## src/rtl/cfg_stream_pkg.sv

```systemverilog
package cfg_stream_pkg;
   typedef enum logic [1:0] {
      FT_NONE = 2'd0,
      FT_ID   = 2'd1,
      FT_ADDR = 2'd2,
      FT_DATA = 2'd3
   } ftype_e;

   typedef enum logic [2:0] {
      S_HUNT, S_GAP, S_BODY, S_SUM, S_POST, S_DONE, S_ERR
   } pstate_e;

   localparam logic [7:0]  HDR_BYTE = 8'b1111_0010;
   localparam logic [15:0] ID_HDR   = 16'b0101_1111_1111_1111;
   localparam int          ID_LEN   = 80;
   localparam int          PAD_END  = 8;
endpackage

```

## src/rtl/cfg_hdr_sync.sv

```systemverilog
module cfg_hdr_sync
   import cfg_stream_pkg::*;
#(
   parameter int LEN_W = 24
) (
   input  logic             clk,
   input  logic             rst_n,
   input  logic             vld,
   input  logic             din,
   output logic             fin,
   output logic             locked,
   output logic [LEN_W-1:0] len
);
   localparam int CW = $clog2(LEN_W);

   logic [6:0]    sh;
   logic          coll;
   logic [CW-1:0] cnt;
   logic [7:0]    nxt;

   assign nxt = {sh, din};
   assign fin = coll && vld && (cnt == CW'(LEN_W-1));

   always_ff @(posedge clk or negedge rst_n) begin
      if (!rst_n) begin
         sh     <= '0;
         coll   <= 1'b0;
         cnt    <= '0;
         locked <= 1'b0;
         len    <= '0;
      end else if (vld) begin
         if (!coll && !locked) begin
            sh  <= nxt[6:0];
            cnt <= '0;
            if (nxt == HDR_BYTE) coll <= 1'b1;
         end else if (coll) begin
            len <= {len[LEN_W-2:0], din};
            cnt <= cnt + 1'b1;
            if (fin) begin
               coll   <= 1'b0;
               locked <= 1'b1;
            end
         end
      end
   end

   AST_LEN_HOLD: assert property (@(posedge clk) disable iff (!rst_n)
      locked |=> ($stable(len) && locked));
endmodule

```

## config.mk

```make
export PLATFORM = sky130hd
export DESIGN_NAME = cfg_hdr_sync
export DESIGN_NICKNAME = d
export VERILOG_FILES = /design/src/rtl/cfg_stream_pkg.sv /design/src/rtl/cfg_hdr_sync.sv
export SDC_FILE = /design/constraint.sdc
export NUM_CORES = 1
export LEC_CHECK = 0
export BUFFER_PORTS_ARGS = -buffer_cell sky130_fd_sc_hd__buf_2
export CELL_PAD_IN_SITES_DETAIL_PLACEMENT = 1
export CELL_PAD_IN_SITES_GLOBAL_PLACEMENT = 1
export CORE_MARGIN = 2
export CORE_UTILIZATION = 35
export DETAILED_ROUTE_END_ITERATION = 10
export GPL_TIMING_DRIVEN = 0
export PLACE_DENSITY = 0.67
export RECOVER_POWER = 100
export SYNTH_ARGS = -nofsm -noshare
export SYNTH_HDL_FRONTEND = slang
export SYNTH_SLANG_ARGS = --single-unit
export TNS_END_PERCENT = 5
```

## constraint.sdc

```tcl
create_clock -name clk -period 2 [get_ports clk]
set_clock_uncertainty 0.1 [all_clocks]
set_input_delay 0.4 -clock clk [delete_from_list [all_inputs] [get_ports clk]]
set_output_delay 0.4 -clock clk [all_outputs]
set_load 0.01 [all_outputs]
```

==> out/qor.csv, run 1 <==
metric,value,unit
Tcrit/Tclk final,91.59,%
Avg Inst Size Synth,15.47,um^2
dpl cells,177,
Crit Path Category,reg -> out,
row cnt,23,
syn_nets,103,
dpl hpwl,1.997,mm
Wirelength per Cell,14.76,um
vias per cell,4.924,
Starting Density,37.11,%
synth warn,0,
"Slew Viols, Final",0,
worst skew pair latency,0.28,ns
Final min period,1.832,ns
n_diodes,0,
Global Route Usage Sum,12.54,%
Clock Pin Slew Worst Setup and Hold Paths,0.07,ns
Filler cells,446,
DIE AREA,4876,um^2
Total Power,1.269,mW
Multi-input gate area,543.0,um^2
antenna violations before repair,0,
Top-Level Pins,30,
Pleak,0.8799,nW
CP Capture Type,primary output,
CTS tree,done,
status,"finished, final reports clean",
"antenna viol nets, final",0,
GRT overflow,0,
commonest cells in the synthesized netlist,"38 x dfrtp_1, 32 x mux2_2, 4 x nor2_1",
share of cells above drive strength 1,35.07,%
Tightest Hold Check Type,in -> async,
Num CTS Buffers,5,
final cell count without fillers,184,
core outline area,4086,um^2
Critical Path Source Type,flip-flop,
htree depth,2,
drt first-iter violations,30,
peak supply drop,0.0003978,V
Layout area overhead,16.67,%
fmax,545.9,MHz
Final Cell Area,1769,um^2
largest net degree at the start of global routing,39,
critical path data arrival time,1.33,ns
# Max-Cap Violations,0,
top-area cell type share of the netlist area,62.71,%
Routed WL,2.715,mm
cell with the most instances after synthesis,dfrtp_1,
port buffer count,29,
Register Area,950.9,um^2
Yosys reg bits,38,
die width,69.83,um
Clock Power Share,37.6,%
Post-synth EDFFs,0,
switching part of the total,20.17,%
clock sink count,38,
final-stage net count,139,
register area share after synthesis,62.71,%
Post-Synthesis Cells,98,
dpl cell area,1724,um^2
CTS root buf,clkbuf_8,
Final Util,43.29,%
Internal Power,1.013,mW
dominant synthesized flop cell,dfrtp_1,
RSZ-0062 raised after global routing,false,
vias in the first global route,1018,
first-pass GRT wire length,4.795,mm
count of different cell masters after synthesis,21,
# setup viols final,0,
"Req. time, crit path",1.50,ns
Slew @ Worst Pin,0.9122,ns
Final TNS setup,0,ns
sequential power share,60.7,%
Post-synth ARST share,100.0,%
Vias,906,
P_sw,255.9,uW
PwrDens,717.2,nW/um^2
combinational share of power,1.7,%
CTS Buffer Depth,2,
largest area contributor in the synthesized netlist,dfrtp_1,
DRC viols,0,
Slew headroom,39.19,%
Mapped Area,1516,um^2
drt first pass iters,2,
routability cong.,0.7838,
Die Span Y,69.83,um
Synth area leaders,"dfrtp_1 63%, mux2_2 24%, buf_4 1.5%, mux2i_1 1.3%, nor3b_4 1.2%",
"Hold Violations, Final",0,
CP Max Fanout,10,
==> power by group through the flow <==
stage / clock [mW] / combinational, mW / sequential [mW]
finish: 0.477 / 0.0214 / 0.770
global route: 0.527 / 0.0255 / 0.769
CTS: 0.503 / 0.0237 / 0.770
detailed placement: 0 / 0.0235 / 0.785
global placement: 0 / 0.0222 / 0.785
floorplan: 0 / 0.00244 / 0.785
==> layer usage <==
metal  share of wire (%)  GRT usage, %  up-vias  wire length (um)
li1                    -             -      420                 -
met1                  40         13.55      467              1075
met2                  55         22.22       15              1493
met3                 3.1         3.488        4                83
met4                 2.3         6.410        0                63
met5                   0             0        -                 0
==> path summary, 6_finish.rpt <==
path	startpoint	end	slack, ns	depth (start not counted)
worst max-delay path	coll$_DFFE_PN0P_	fin	0.17	5
worst min-delay path	rst_n	len[8]$_DFFE_PN0P_	0.14	1
worst max register to register	coll$_DFFE_PN0P_	len[23]$_DFFE_PN0P_	0.30	4
worst min register to register	cnt[4]$_DFFE_PN0P_	cnt[4]$_DFFE_PN0P_	0.40	1
max in group asynchronous	rst_n	sh[6]$_DFFE_PN0P_	1.09	1
min in group clk	din	len[0]$_DFFE_PN0P_	0.30	2
==> sequential cells by signal, summed over array words and instances, names as in the netlist <==
register and cells:
len 24, sh 7, locked 1, cnt 5, coll 1
==> worst max-delay path, stage by stage, from the launching register on <==
cell and delay, ns:
dfrtp_1 0.32, buf_4 0.15, nand2_4 0.11, buf_4 0.20, nor2_2 0.12, clkbuf_2 0.14
==> layout make-up <==
| type | count | share of cell area [%] |
|---|---|---|
| Timing Repair Buffer | 29 | 6.436 |
| Buffer | 3 | 1.061 |
| Multi-Input combinational cell | 56 | 30.69 |
| Tap cell | 50 | 3.536 |
| Sequential cell | 38 | 53.75 |
| Clock buffer | 7 | 4.314 |
| Inverter | 1 | 0.2122 |
==> cells by family (layout without fill, tap and decap cells) <==
kind of cell	count (synthesis)	after routing	share of synthesized area, %
DFF	38	38	62.71
muxes	34	34	25.08
and+or+nand+nor	14	14	6.106
AOI/OAI and AO/OA	7	7	3.548
buffers and inverters	4	40	1.732
adders and majority gates	1	1	0.8250
==> cells in the final DEF, fill, tap and decap left out, drive strengths merged, types with 2 or more instances in the layout <==
master	count
dfrtp	38
mux2i	2
buf	4
nand2	2
mux2	32
nand3	2
o21ai	2
clkbuf	35
a22o	2
nor2	4
==> what timing repair did <==
| action | CTS | global route |
|---|---|---|
| buffers inserted | 0 | 0 |
| gates resized for setup | 0 | 3 |
| hold buffers | 0 | 0 |
| setup endpoints to repair | 0 | 1 |
==> metrics by stage <==
step / hold slack [ns] / setup WS (ns)
2_1_floorplan: 0.004409 / 0.5285
3_3_place_gp: 0.3725 / 0.2215
3_5_place_dp: 0.3807 / 0.2219
4_1_cts: 0.1474 / 0.01291
5_1_grt: 0.2142 / 0.04022
6_report: 0.1433 / 0.1681
Note: power is estimated with default switching activity, not from simulation.
==> run 2, diff against run 1 <==
Settings changed: ABC_AREA from default to 1, PLACE_DENSITY 0.67 to 0.72.
==> out/qor.csv, run 2 <==
metric,value,unit
PwrDens,1460,nW/um^2
Global Route Usage Sum,14.88,%
dpl cell area,1755,um^2
Top-Level Pins,30,
dominant synthesized flop cell,dfrtp_1,
Num CTS Buffers,5,
Setup WS pre-CTS,0.4495,ns
Critical Path Source Type,flip-flop,
dpl cells,258,
CTS Buffer Depth,2,
status,"finished, final reports clean",
critical path data arrival time,1.37,ns
share of cells above drive strength 1,7.009,%
max reg flops,24,
vias in the first global route,1215,
Tcrit/Tclk final,93.43,%
Layout area overhead,15.79,%
"Slew Viols, Final",0,
commonest cells in the synthesized netlist,"88 x nand2_1, 38 x dfrtp_1, 10 x inv_1",
DIE AREA,4963,um^2
Slew @ Worst Pin,0.9273,ns
final cell count without fillers,266,
n_diodes,0,
Clock Power Share,20.9,%
largest registers,"len (24), sh (7), cnt (5)",
Worst R2R Setup Slack,0.41,ns
cell with the most instances after synthesis,nand2_1,
# Post-CTS Setup Buffers,0,
row cnt,24,
RR Startpoint,locked$_DFFE_PN0P_,
"commonest non-fill, non-tap cell in the layout",nand2_1,
Slew headroom,38.18,%
P_sw,1.000,mW
routability cong.,0.6958,
Final Cell Area,1789,um^2
"antenna viol nets, final",0,
DRC viols,0,
Routed WL,3.371,mm
first-pass GRT wire length,5.658,mm
antenna violations before repair,0,
Synth area leaders,"dfrtp_1 62%, nand2_1 21%, inv_1 2.4%, o21ai_0 2.3%, nand3_1 1.9%",
clock sink count,38,
Yosys reg bits,38,
RSZ-0062 raised after global routing,false,
Avg Inst Size Synth,8.730,um^2
Reg2Reg Capture Point,sh[2]$_DFFE_PN0P_,
htree depth,2,
combinational share of power,29.5,%
vias per cell,4.624,
CP Capture Type,primary output,
Starting Density,35.98,%
dpl hpwl,2.355,mm
R2R cell count,5,
sequential power share,49.6,%
Mapped Area,1545,um^2
drt first-iter violations,37,
Crit Path Category,reg -> out,
# Max-Cap Violations,0,
CTS root buf,clkbuf_8,
Die Span Y,70.45,um
Post-synth ARST share,100.0,%
Final TNS setup,0,ns
"Hold Violations, Final",0,
Vias,1230,
setup ws final,0.1314,ns
most frequent cells in the layout,"90 x nand2_1, 38 x dfrtp_1, 32 x clkbuf_1, 11 x inv_1, 10 x o21ai_0",
CTS tree,done,
synth warn,0,
worst skew pair latency,0.29,ns
GRT overflow,0,
register area share after synthesis,61.54,%
peak supply drop,0.0004868,V
WHS,0.1340,ns
drt first pass iters,4,
Pleak,0.9408,nW
# setup viols final,0,
Post-Synthesis Cells,177,
Clock Pin Slew Worst Setup and Hold Paths,0.07,ns
Biggest register,len,
count of different cell masters after synthesis,19,
syn_nets,182,
Tightest Hold Check Type,in -> async,
Internal Power,1.612,mW
top-area cell type share of the netlist area,61.54,%
CP Max Fanout,4,
"Req. time, crit path",1.50,ns
port buffer count,29,
Wirelength per Cell,12.67,um
final-stage net count,218,
post-CTS sizing,0,
core outline area,4294,um^2
cts hold-fix bufs,0,
switching part of the total,38.28,%
die width,70.45,um
largest net degree at the start of global routing,39,
largest area contributor in the synthesized netlist,dfrtp_1,
Post-synth EDFFs,0,
fmax,535.2,MHz
Final min period,1.869,ns
-- run 2: cell types whose count changed in the layout (fill, tap and decap cells not counted), moves of 2 or more --
cell,previous run,this run
o21ai_0,2,10
nand2_1,1,90
nand3_1,2,6
mux2i_1,2,0
clkbuf_1,28,32
nor2_1,3,8
buf_4,2,0
inv_1,1,11
a22o_1,2,0
a21oi_1,0,3
mux2_2,32,0
-- run 2: worst max-delay path, stage by stage (launching register included) --
cell,delay [ns]
dfrtp_1,0.40
ha_1,0.23
nand3_1,0.10
nor3_2,0.18
buf_2,0.17
-- run 2: how the worst max path moves through the flow --
stage / from / endpoint / slack, ns / cells after the start
after global routing: cnt[0]$_DFFE_PN0P_ / fin / 0.01 / 4
after floorplan: cnt[0]$_DFFE_PN0P_ / fin / 0.65 / 3
final: cnt[0]$_DFFE_PN0P_ / fin / 0.13 / 4
after CTS: cnt[0]$_DFFE_PN0P_ / fin / 0.10 / 4
after global placement: cnt[0]$_DFFE_PN0P_ / fin / 0.43 / 4
after detailed placement: cnt[0]$_DFFE_PN0P_ / fin / 0.45 / 4
-- run 2: cell families (layout without fill, tap and decap cells) --
family | after synthesis | count (layout) | share of synthesized area (%)
and+or+nand+nor | 106 | 106 | 27.61
DFF | 38 | 38 | 61.54
buffers and inverters | 18 | 55 | 5.264
AOI/OAI and AO/OA | 14 | 14 | 4.777
adders and majority gates | 1 | 1 | 0.8096
-- run 2: routing by layer --
| layer | vias up | global-route usage [%] | share of wire [%] |
|---|---|---|---|
| met3 | 7 | 5.195 | 5.3 |
| li1 | 610 | - | - |
| met4 | 0 | 5.769 | 1.8 |
| met5 | - | 0 | 0 |
| met1 | 591 | 19.09 | 48 |
| met2 | 22 | 23.06 | 45 |
-- run 2: final cells by class --
cell class                      instances  area [um^2]
Timing Repair Buffer                   29        113.9
Sequential cell                        38        950.9
Tap cell                               52        65.06
Fill cell                             544         2505
Clock inverter                          1        5.005
Buffer                                  6        22.52
Clock buffer                            7        86.33
Inverter                               12        45.04
Multi-Input combinational cell        121        500.5
-- run 2: stage by stage --
stage | util (%) | total power [mW]
after global placement | 40.88 | 2.139
final | 41.67 | 2.612
after detailed placement | 40.88 | 2.179
after CTS | 43.01 | 2.739
after global routing | 41.67 | 2.838
after floorplan | - | 1.809
-- run 2: power groups by stage --
stage	Sequential (mW)	Combinational, mW	Clock (mW)
detailed placement	1.31	0.865	0
global placement	1.30	0.836	0
floorplan	1.36	0.453	0
global route	1.34	0.906	0.590
CTS	1.30	0.866	0.569
finish	1.30	0.772	0.545
==> run 3, diff against run 2 <==
Settings changed: CORE_UTILIZATION 35 to 43, GPL_ROUTABILITY_DRIVEN from default to 0, PLACE_DENSITY 0.72 to 0.85.
==> out/qor.csv, run 3 (synthesis results as in run 2) <==
metric,value,unit
CTS tree,done,
peak supply drop,0.0005786,V
most frequent cells in the layout,"90 x nand2_1, 38 x dfrtp_1, 31 x clkbuf_1, 11 x inv_1, 9 x o21ai_0",
combinational share of power,30.6,%
drt first-iter violations,52,
"antenna viol nets, final",0,
port buffer count,29,
# Max-Cap Violations,0,
Slew headroom,39.09,%
fmax,525.8,MHz
Starting Density,45.59,%
sequential power share,49.3,%
CP Max Fanout,3,
worst skew pair latency,0.34,ns
DIE AREA,4089,um^2
largest registers,"len (24), sh (7), cnt (5)",
status,"finished, final reports clean",
vias per cell,4.769,
row cnt,21,
RSZ-0062 raised after global routing,false,
Slew @ Worst Pin,0.9136,ns
Reg2Reg Capture Point,sh[0]$_DFFE_PN0P_,
Global Route Usage Sum,19.41,%
Num CTS Buffers,5,
dpl hpwl,2.530,mm
n_diodes,0,
RR Startpoint,locked$_DFFE_PN0P_,
"Slew Viols, Final",0,
switching part of the total,38.18,%
Die Span Y,63.95,um
Crit Path Category,reg -> out,
CP Capture Type,primary output,
P_sw,1.010,mW
CTS Buffer Depth,2,
"commonest non-fill, non-tap cell in the layout",nand2_1,
antenna violations before repair,0,
R2R cell count,5,
# setup viols final,0,
Wirelength per Cell,13.35,um
Top-Level Pins,30,
Critical Path Source Type,flip-flop,
final-stage net count,219,
Tcrit/Tclk final,95.09,%
vias in the first global route,1322,
first-pass GRT wire length,6.092,mm
GRT overflow,0,
Clock Pin Slew Worst Setup and Hold Paths,0.11,ns
Internal Power,1.635,mW
share of cells above drive strength 1,7.477,%
"Req. time, crit path",1.50,ns
Worst R2R Setup Slack,0.38,ns
core outline area,3390,um^2
Tightest Hold Check Type,in -> async,
drt first pass iters,4,
Final TNS setup,0,ns
PwrDens,1487,nW/um^2
Total Power,2.645,mW
Clock Power Share,20.2,%
CTS root buf,clkbuf_4,
Final min period,1.902,ns
Layout area overhead,15.14,%
cts hold-fix bufs,0,
Final Cell Area,1779,um^2
critical path data arrival time,1.40,ns
clock sink count,38,
die width,63.95,um
DRC viols,0,
Routed WL,3.471,mm
Pleak,0.9408,nW
dpl cell area,1748,um^2
largest net degree at the start of global routing,39,
CP bufs+invs,1,
CP peak stage delay,0.39,ns
cell family with most CP delay,flip-flops,
slowest CP cell,dfrtp_1,
max reg flops,24,
"Cell Chain, Critical Path",ha_1 -> nand3_1 -> nor3_2 -> clkbuf_2,
htree depth,2,
Vias,1240,
"Hold Violations, Final",0,
Biggest register,len,
-- run 3: cell count changes in the layout (fill, tap and decap cells not counted), sizes merged --
cell,change
bufinv,+1
clkinv,-1
-- run 3: worst max-delay path by stage --
stage | slack (ns) | cells after the start | endpoint | start
floorplan | 0.65 | 3 | fin | cnt[0]$_DFFE_PN0P_
global placement | 0.50 | 4 | fin | cnt[0]$_DFFE_PN0P_
finish | 0.1 | 4 | fin | cnt[0]$_DFFE_PN0P_
CTS | 0.06 | 4 | fin | cnt[0]$_DFFE_PN0P_
detailed placement | 0.46 | 4 | fin | cnt[0]$_DFFE_PN0P_
global route | 0.02 | 4 | fin | cnt[1]$_DFFE_PN0P_
-- run 3: layout make-up --
class / instances / area, um^2
fillers: 445 / 1610
flip-flops and latches: 38 / 950.9
inverters: 12 / 45.04
repair buffers: 30 / 121.4
clock buffers: 6 / 51.30
clock inverters: 1 / 30.03
well taps: 46 / 57.56
plain buffers: 6 / 22.52
multi-input cells: 121 / 500.5
-- run 3: power by group through the flow --
stage	clock (mW)	sequential (mW)	combinational, mW
2_1_floorplan	0	1.36	0.453
3_3_place_gp	0	1.28	0.824
3_5_place_dp	0	1.32	0.875
4_1_cts	0.552	1.31	0.882
5_1_grt	0.585	1.35	0.941
6_report	0.533	1.30	0.808
-- run 3: metrics by stage --
| stage | hold WS, ns | util [%] | instances | worst slack (ns) |
|---|---|---|---|---|
| 4_1_cts | 0.05893 | 53.97 | 259 | 0.06278 |
| 6_report | 0.07042 | 52.49 | 260 | 0.09824 |
| 2_1_floorplan | 0.004409 | - | 177 | 0.6469 |
| 3_5_place_dp | 0.3717 | 51.57 | 252 | 0.4618 |
| 5_1_grt | 0.1175 | 52.49 | 260 | 0.02218 |
| 3_3_place_gp | 0.3583 | 51.57 | 252 | 0.4969 |
-- run 3: worst reg2reg max path, stage by stage (launching register included) --
cell      delay, ns
dfrtp_1        0.42
nor2_1         0.31
nand2_1        0.22
clkbuf_1       0.27
nand2_1        0.10
o21ai_0        0.09
-- run 3: metal layers --
metal  GRT usage [%]  routed length, um  up-vias
li1                -                  -      610
met1           22.55               1441      600
met2           34.51               1825       23
met3           4.754                142        7
met4           7.065                 62        0
met5               0                  0        -
-- run 3: timing repair --
action,4_1_cts,5_1_grt
buffers inserted,0,1
resized for setup,0,0
setup endpoints to repair,0,1
